<file path="src/rtl/bcg_pkg.sv">
// Package: shared length-code encoding for the burst column address generator.
// Assumes: codes outside this enum are reserved and are treated as illegal.
package bcg_pkg;
    typedef enum logic [2:0] {
        BL_ONE   = 3'd0,
        BL_TWO   = 3'd1,
        BL_FOUR  = 3'd2,
        BL_EIGHT = 3'd3,
        BL_PAGE  = 3'd7
    } blen_e;
endpackage

</file>
<file path="src/rtl/bcg_len_decode.sv">
// Length decoder: turns a length code and order bit into a wrap mask,
// a full-page flag and an illegal-setting flag.
// Assumes: COL_W >= 3 so that an eight-beat mask fits.
module bcg_len_decode #(
    parameter int COL_W = 10
) (
    input  logic [2:0]       len_code_i,
    input  logic             itl_i,
    output logic [COL_W-1:0] mask_o,
    output logic             full_o,
    output logic             illegal_o
);
    import bcg_pkg::*;

    blen_e code;
    assign code = blen_e'(len_code_i);

    // Mask of the address bits that move during the burst.
    always_comb begin
        unique case (code)
            BL_ONE:   mask_o = '0;
            BL_TWO:   mask_o = COL_W'(1);
            BL_FOUR:  mask_o = COL_W'(3);
            BL_EIGHT: mask_o = COL_W'(7);
            BL_PAGE:  mask_o = '1;
            default:  mask_o = '0;
        endcase
    end

    // Full-page detect and illegal-setting detect.
    always_comb begin
        full_o    = (code == BL_PAGE);
        illegal_o = !(code inside {BL_ONE, BL_TWO, BL_FOUR, BL_EIGHT, BL_PAGE})
                    || (full_o && itl_i);
    end
endmodule

</file>
<file path="src/rtl/bcg_col_mix.sv">
// Column mixer: forms the beat column from the latched start column, the
// beat index and the wrap mask. Bits under the mask follow the selected
// order; bits above it keep the start column.
// Assumes: beat_i never exceeds mask_i.
module bcg_col_mix #(
    parameter int COL_W = 10
) (
    input  logic [COL_W-1:0] base_i,
    input  logic [COL_W-1:0] beat_i,
    input  logic [COL_W-1:0] mask_i,
    input  logic             itl_i,
    output logic [COL_W-1:0] col_o
);
    logic [COL_W-1:0] sum;

    // Sequential candidate: start plus beat, carries cut by the mask per bit.
    always_comb sum = base_i + beat_i;

    for (genvar b = 0; b < COL_W; b++) begin : g_bit
        // Per-bit select between fixed start bit and the moving bit.
        always_comb begin
            if (!mask_i[b])
                col_o[b] = base_i[b];
            else if (itl_i)
                col_o[b] = base_i[b] ^ beat_i[b];
            else
                col_o[b] = sum[b];
        end
    end
endmodule

</file>
<file path="src/rtl/bcg_seq_ctrl.sv">
// Sequencer: holds the burst state (active flag, beat count, latched start
// column and setting) and applies command, stop and end-of-burst rules.
// Assumes: the caller has already resolved strobe priority into cmd_i/cmd_col_i.
module bcg_seq_ctrl #(
    parameter int COL_W = 10
) (
    input  logic             clk,
    input  logic             rst_n,
    input  logic             cmd_i,
    input  logic             stop_i,
    input  logic             illegal_i,
    input  logic [COL_W-1:0] cmd_col_i,
    input  logic [COL_W-1:0] cmd_mask_i,
    input  logic             cmd_full_i,
    input  logic             cmd_itl_i,
    output logic             active_o,
    output logic [COL_W-1:0] beat_o,
    output logic [COL_W-1:0] base_o,
    output logic [COL_W-1:0] mask_o,
    output logic             itl_o,
    output logic             last_o,
    output logic             err_o
);
    logic full_q;

    // Final beat of a fixed-length burst.
    always_comb last_o = active_o && !full_q && (beat_o == mask_o);

    // Burst state update: command first, then stop, then stepping.
    always_ff @(posedge clk) begin
        if (!rst_n) begin
            active_o <= 1'b0;
            beat_o   <= '0;
            base_o   <= '0;
            mask_o   <= '0;
            itl_o    <= 1'b0;
            full_q   <= 1'b0;
            err_o    <= 1'b0;
        end else begin
            err_o <= cmd_i && illegal_i;
            if (cmd_i) begin
                active_o <= !illegal_i;
                beat_o   <= '0;
                base_o   <= cmd_col_i;
                mask_o   <= cmd_mask_i;
                itl_o    <= cmd_itl_i;
                full_q   <= cmd_full_i;
            end else if (stop_i) begin
                active_o <= 1'b0;
            end else if (active_o) begin
                if (last_o)
                    active_o <= 1'b0;
                else
                    beat_o <= beat_o + COL_W'(1);
            end
        end
    end
endmodule

</file>
<file path="src/rtl/bcg_burst_gen.sv">
// Top: burst column address generator. Resolves strobe priority
// (interrupt > start > stop), decodes the setting of the accepted command
// and produces one column per cycle of the burst.
// Assumes: settings are sampled only with a column command.
module bcg_burst_gen #(
    parameter int COL_W = 10
) (
    input  logic             clk,
    input  logic             rst_n,
    input  logic             start_i,
    input  logic [COL_W-1:0] start_col_i,
    input  logic             intr_i,
    input  logic [COL_W-1:0] intr_col_i,
    input  logic             stop_i,
    input  logic [2:0]       burst_len_i,
    input  logic             burst_itl_i,
    output logic [COL_W-1:0] col_o,
    output logic             valid_o,
    output logic             last_o,
    output logic             err_o
);
    logic             cmd;
    logic [COL_W-1:0] cmd_col;
    logic [COL_W-1:0] dec_mask;
    logic             dec_full;
    logic             dec_illegal;
    logic [COL_W-1:0] beat;
    logic [COL_W-1:0] base;
    logic [COL_W-1:0] mask;
    logic             itl;

    // Strobe priority: interrupt column wins over start column.
    always_comb begin
        cmd     = start_i || intr_i;
        cmd_col = intr_i ? intr_col_i : start_col_i;
    end

    bcg_len_decode #(.COL_W(COL_W)) u_dec (
        .len_code_i (burst_len_i),
        .itl_i      (burst_itl_i),
        .mask_o     (dec_mask),
        .full_o     (dec_full),
        .illegal_o  (dec_illegal)
    );

    bcg_seq_ctrl #(.COL_W(COL_W)) u_ctrl (
        .clk        (clk),
        .rst_n      (rst_n),
        .cmd_i      (cmd),
        .stop_i     (stop_i),
        .illegal_i  (dec_illegal),
        .cmd_col_i  (cmd_col),
        .cmd_mask_i (dec_mask),
        .cmd_full_i (dec_full),
        .cmd_itl_i  (burst_itl_i),
        .active_o   (valid_o),
        .beat_o     (beat),
        .base_o     (base),
        .mask_o     (mask),
        .itl_o      (itl),
        .last_o     (last_o),
        .err_o      (err_o)
    );

    bcg_col_mix #(.COL_W(COL_W)) u_mix (
        .base_i (base),
        .beat_i (beat),
        .mask_i (mask),
        .itl_i  (itl),
        .col_o  (col_o)
    );
endmodule

</file>
<file path="config.mk">
export PLATFORM = sky130hd
export DESIGN_NAME = bcg_burst_gen
export DESIGN_NICKNAME = d
export VERILOG_FILES = /design/src/rtl/bcg_pkg.sv /design/src/rtl/bcg_len_decode.sv /design/src/rtl/bcg_col_mix.sv /design/src/rtl/bcg_seq_ctrl.sv /design/src/rtl/bcg_burst_gen.sv
export SDC_FILE = /design/constraint.sdc
export NUM_CORES = 1
export LEC_CHECK = 0
export ABC_AREA = 1
export BUFFER_PORTS_ARGS = -buffer_cell sky130_fd_sc_hd__buf_2
export CORE_MARGIN = 2
export CORE_UTILIZATION = 55
export CTS_CLUSTER_SIZE = 12
export DETAILED_ROUTE_END_ITERATION = 12
export GPL_ROUTABILITY_DRIVEN = 0
export HOLD_SLACK_MARGIN = 0.02
export PLACE_DENSITY_LB_ADDON = 0.05
export RECOVER_POWER = 50
export SLEW_MARGIN = 20
export SYNTH_ARGS = -nofsm -noshare
export SYNTH_HDL_FRONTEND = slang
export SYNTH_SLANG_ARGS = --single-unit
</file>
<file path="constraint.sdc">
create_clock -name clk -period 5.1 [get_ports clk]
set_clock_uncertainty 0.1 [all_clocks]
set_input_delay 1.02 -clock clk [delete_from_list [all_inputs] [get_ports clk]]
set_output_delay 1.02 -clock clk [all_outputs]
set_load 0.05 [all_outputs]
</file>
Word-level counts from Yosys, hierarchy flattened
Cells that the tools add are included.

Register bits after elaboration: 34. Latch bits: 0. Bits in writable memories: 0. ROM bits: 0. Input bits: 29. Output and inout bits: 13. Logic and storage cells: 66. Memories: 0.

$add $sub $neg: 2. $mul: 0. Divide/modulo/power cells: 0. Order comparisons: 0. Eq/ne operators: 5. Shifts and indexed selects: 0. Muxes and demuxes: 26. Bitwise gates (word level): 13. Reductions and logical operators: 13.

Operator list (count): 10-bit one-hot mux with 4 select lines (1); 1-bit two-way mux (24); 10-bit by 1-bit adder with 10-bit output (second input constant) (1); 10-bit adder (1); 10-bit equality test (1); 10-bit two-way mux (1); 1-bit bitwise XOR (10); 3-bit by 2-bit equality test with 1-bit output (second input constant) (2); 5-bit nonzero test (1); 1-bit logical AND (4); 3-bit by 1-bit equality test with 1-bit output (second input constant) (1); 3-bit equality test (second input constant) (1); 1-bit zero test (3); 3-bit zero test (1); 1-bit NOT (3); 3-bit AND reduction (1); 1-bit logical OR (2); 2-bit OR reduction (1).

Longest topological paths before layout
Depth in word-level cells: 7. Depth in mapped cells: 11. Gate-level depth less buffers: 11.

Cells and area by module
From an unflattened synthesis, not the netlist that was laid out.

Cell total of the unflattened synthesis: 401. Area, all modules: 2487.4 µm².

By module, submodules not included: bcg_seq_ctrl (instances 1, cells an instance 247, area an instance 1667.8 µm²); bcg_col_mix (instances 1, cells an instance 103, area an instance 584.3 µm²); bcg_burst_gen (instances 1, cells an instance 33, area an instance 133.9 µm²); bcg_len_decode (instances 1, cells an instance 18, area an instance 101.3 µm²).

Worst setup path before layout
Ideal clock, no wire load.

Kind: reg-to-output. Start point: register u_ctrl.beat_o[0]. End point: output port col_o[2]. Arrival: 2.185 ns. Data required time: 3.980 ns. Setup slack: 1.795 ns. Stages on the path, launching flop included: 6. Path buffers: 0. Cells stage by stage: dfxtp_1 ha_1 fa_1 nand2_1 xor2_1 o21ai_0.

Word-level cells in the longest chain between the ends: 3.

RTL lines: start: declaration (RTL line bcg_seq_ctrl.sv:17) `output logic [COL_W-1:0] beat_o,`; start signal: assignment (RTL line bcg_seq_ctrl.sv:54) `beat_o <= beat_o + COL_W'(1);`; 10-bit adder (RTL line bcg_col_mix.sv:17) `always_comb sum = base_i + beat_i;`; 1-bit two-way mux (RTL line bcg_col_mix.sv:24) `else if (itl_i)`; 1-bit two-way mux (RTL line bcg_col_mix.sv:22) `if (!mask_i[b])`; end: declaration (RTL line bcg_burst_gen.sv:17) `output logic [COL_W-1:0] col_o,`.

Every way passes these cells.

Final worst setup path
Start point: register u_ctrl.beat_o[0]. End point: output port col_o[8].

Same word-level chain as after synthesis.

==> results.toml <==
[worst_setup_path]
cp_data_required_time_ps = 3980
path_common_cell = "sky130_fd_sc_hd__nand2_1"
critical-path-slowest-cell = "sky130_fd_sc_hd__dfxtp_1"
crit_path_cell_trace = "ha_1 > fa_1 > nand3_1 > nand2_1 > nand3_1 > o21ai_0 > nand2_1 > nand2_1 > nand3_1 > nand2_1 > buf_2"
worstSetupPathType = "reg -> out"
arrival_ps = 2360
worstSetupEndpointType = "output port"
cp-start-kind = "flop"
timing.critical_path.slowest_cell_delay_ps = 500
worstPathMaxFanout = 8

[finish]
area_delta_synth_final_pct = 13.1
insertedDiodeCount = 0
postLayoutCellArea_sq_um = 2100
drive_gt1_share_pct = 17.4
finish.cell_count_without_fillers = 357
num-nets-final = 352
post-route-util_pct = 64.0
filler_cell_count = 339

[timing]
slew-limit-headroom_pct = 48.7
report.final.slew_viol_count = 0
worst_slew_pin_slew_ps = 769
finalSetupViolations = 0
finalHoldViolations = 0
rsz_0062_raised_after_global_routing = "no"
post-route-min-period_ps = 3480
fin_tns_setup_ps = 0
period_share_pct = 68.2
postLayoutSetupSlackWorst_ps = 1620
maxClockFrequency_mhz = 288

[clock_tree]
cts_hold_repair.buffers = 0
clock_tree_buffer_depth = 2
postCtsResizedCells = 0
worst_setup_hold_path_clk_slew_ps = 160
clock_sinks = 27
clockRootBuffer = "sky130_fd_sc_hd__clkbuf_4"
htree_num_levels = 1
cts_buffers = 3
tritoncts = "yes"
cts_post_setup_buffers_inserted = 0
clk-insertion-delay-late_ps = 340

[hold_path]
timing.hold.worst.class = "reg -> reg"

[drt]
routed_via_density = 5.18
route.antenna.remaining_nets = 0
initial_drc_count = 127
drc = 0
totalWireLength_mm = 4.29
wire_per_inst_um = 12.0
total_via_count_in_the_routed_design = 1851
first_pass_iters = 4

[global_route]
grt_start_max_net_pins = 22
first_global_vias = 1715
grt_remaining_overflow = 0
grt_pass1_wl_mm = 7.56
antenna_violations_before_repair = 0
grt.total_usage_pct = 23.9

[yosys]
synth_async_sr_flop_share_pct = 0
syn_nets = 313
synth.yosys.seq_area_share_pct = 29.1
syn-mean-instance-area_sq_um = 6.81
syn_inst = 273
yosys_warnings = 0
synthTopCellsByArea = "sky130_fd_sc_hd__dfxtp_1 29%, sky130_fd_sc_hd__nand2_1 12%, sky130_fd_sc_hd__inv_1 7.9%"
most_area_hungry_cell_type_in_the_yosys_netlist = "sky130_fd_sc_hd__dfxtp_1"
synth_commonest_cells = "60 x sky130_fd_sc_hd__nand2_1, 39 x sky130_fd_sc_hd__inv_1, 29 x sky130_fd_sc_hd__nor2_1"
synth_enable_flop_cells = 0
yosysMostFrequentCell = "sky130_fd_sc_hd__nand2_1"
yosys_most_used_dff = "sky130_fd_sc_hd__dfxtp_1"
synth_area_sq_um = 1860
synth_top_area_share_pct = 29.1
ys_seq_elements = 27
post_synth_num_cell_types = 31

[floorplan]
chipWidth_um = 62.1
row_count = 21
initial_core_util_pct = 56.6
design.die.area_sq_um = 3860
core_sq_um = 3280
ioPinCount = 42
die_h_um = 62.1

[place]
preCtsSetupSlack_ps = 2070
post-dp-hpwl_mm = 3.36
port-buffer-count = 41
placed_area_sq_um = 2080
dpl.cell_count = 353

[power_and_ir_drop]
p_leak_uw = 0.000960
power_per_cell_area_nw_per_um2 = 207
ir_worst_vdd_mv = 0.163

[outcome]
status = "finished clean"

[job]
cap_violations = 0
==> power breakdown <==
part | switching, uW | internal (uW) | leakage, uW
Sequential | 8.37 | 221 | 0.000221
Clock | 67.5 | 29.5 | 0.0000177
Combinational | 75.1 | 33.2 | 0.000721
Total | 151 | 283 | 0.000960
==> placed cells by master, fill, tap and decap left out, types with 2 or more instances in the layout <==
cell type	n
sky130_fd_sc_hd__a21oi_1	10
sky130_fd_sc_hd__a21oi_2	5
sky130_fd_sc_hd__buf_2	38
sky130_fd_sc_hd__clkbuf_1	3
sky130_fd_sc_hd__clkbuf_4	3
sky130_fd_sc_hd__dfxtp_1	27
sky130_fd_sc_hd__ha_1	10
sky130_fd_sc_hd__inv_1	39
sky130_fd_sc_hd__mux2i_1	4
sky130_fd_sc_hd__nand2_1	60
sky130_fd_sc_hd__nand2_2	3
sky130_fd_sc_hd__nand3_1	22
sky130_fd_sc_hd__nand4_1	2
sky130_fd_sc_hd__nor2_1	29
sky130_fd_sc_hd__nor3_1	4
sky130_fd_sc_hd__o21ai_0	13
sky130_fd_sc_hd__o22ai_1	10
sky130_fd_sc_hd__o32ai_1	7
sky130_fd_sc_hd__xor2_1	9
==> state kept, by name, summed over array words and instances (netlist names) <==
name,cells
u_ctrl.active_o,1
u_ctrl.mask_o,4
u_ctrl.itl_o,1
u_ctrl.err_o,1
u_ctrl.beat_o,10
u_ctrl.base_o,10
==> per-layer routing <==
layer	wire, um	vias to the layer above	global-route usage (%)
li1	-	977	-
met1	2060	827	31.7
met2	2000	42	41.0
met3	178	5	3.08
met4	46	0	6.67
met5	0	-	0
==> final timing paths <==
| kind | start | to | slack (ps) | depth (start not counted) |
|---|---|---|---|---|
| worst min register to register | u_ctrl.beat_o[8] | u_ctrl.beat_o[8] | 400 | 2 |
| worst min-delay path | u_ctrl.beat_o[8] | u_ctrl.beat_o[8] | 400 | 2 |
| worst max register to register | u_ctrl.mask_o[8] | u_ctrl.beat_o[5] | 3300 | 8 |
| worst max-delay path | u_ctrl.beat_o[0] | col_o[8] | 1620 | 11 |
==> kinds of logic (layout without fill, tap and decap cells) <==
logic type	Yosys count	count (layout)	share of synthesized area (%)
AOI/OAI and AO/OA	50	50	17.2
buffers and inverters	48	86	10.4
and+or+nand+nor	123	123	28.6
xor gates and xnor gates	10	10	4.71
DFF	27	27	29.1
adders and majority gates	11	11	7.81
muxes	4	4	2.15
==> cell type report <==
cell class / instances / area [sq um] / share of cell area (%)
inverters: 41 / 154 / 7.33
repair buffers: 41 / 201 / 9.59
clock inverters: 1 / 5.00 / 0.238
clock buffers: 3 / 22.5 / 1.07
well taps: 46 / 57.6 / 2.74
multi-input cells: 198 / 1120 / 53.3
flip-flops and latches: 27 / 541 / 25.7
==> worst max-delay path, delay by kind of cell, from the launching register on <==
family          cells  cell delay, ps
simple gates        7             590
compound gates      1             250
fa+ha+maj           2             430
flops               1             500
buf+inv             1             250
==> through the flow <==
stage	hold slack [ps]	power, uW
2_1_floorplan	354	312
4_1_cts	410	438
3_5_place_dp	391	342
3_3_place_gp	383	341
5_1_grt	449	456
6_report	404	434
(Power assumes the default switching activity.)
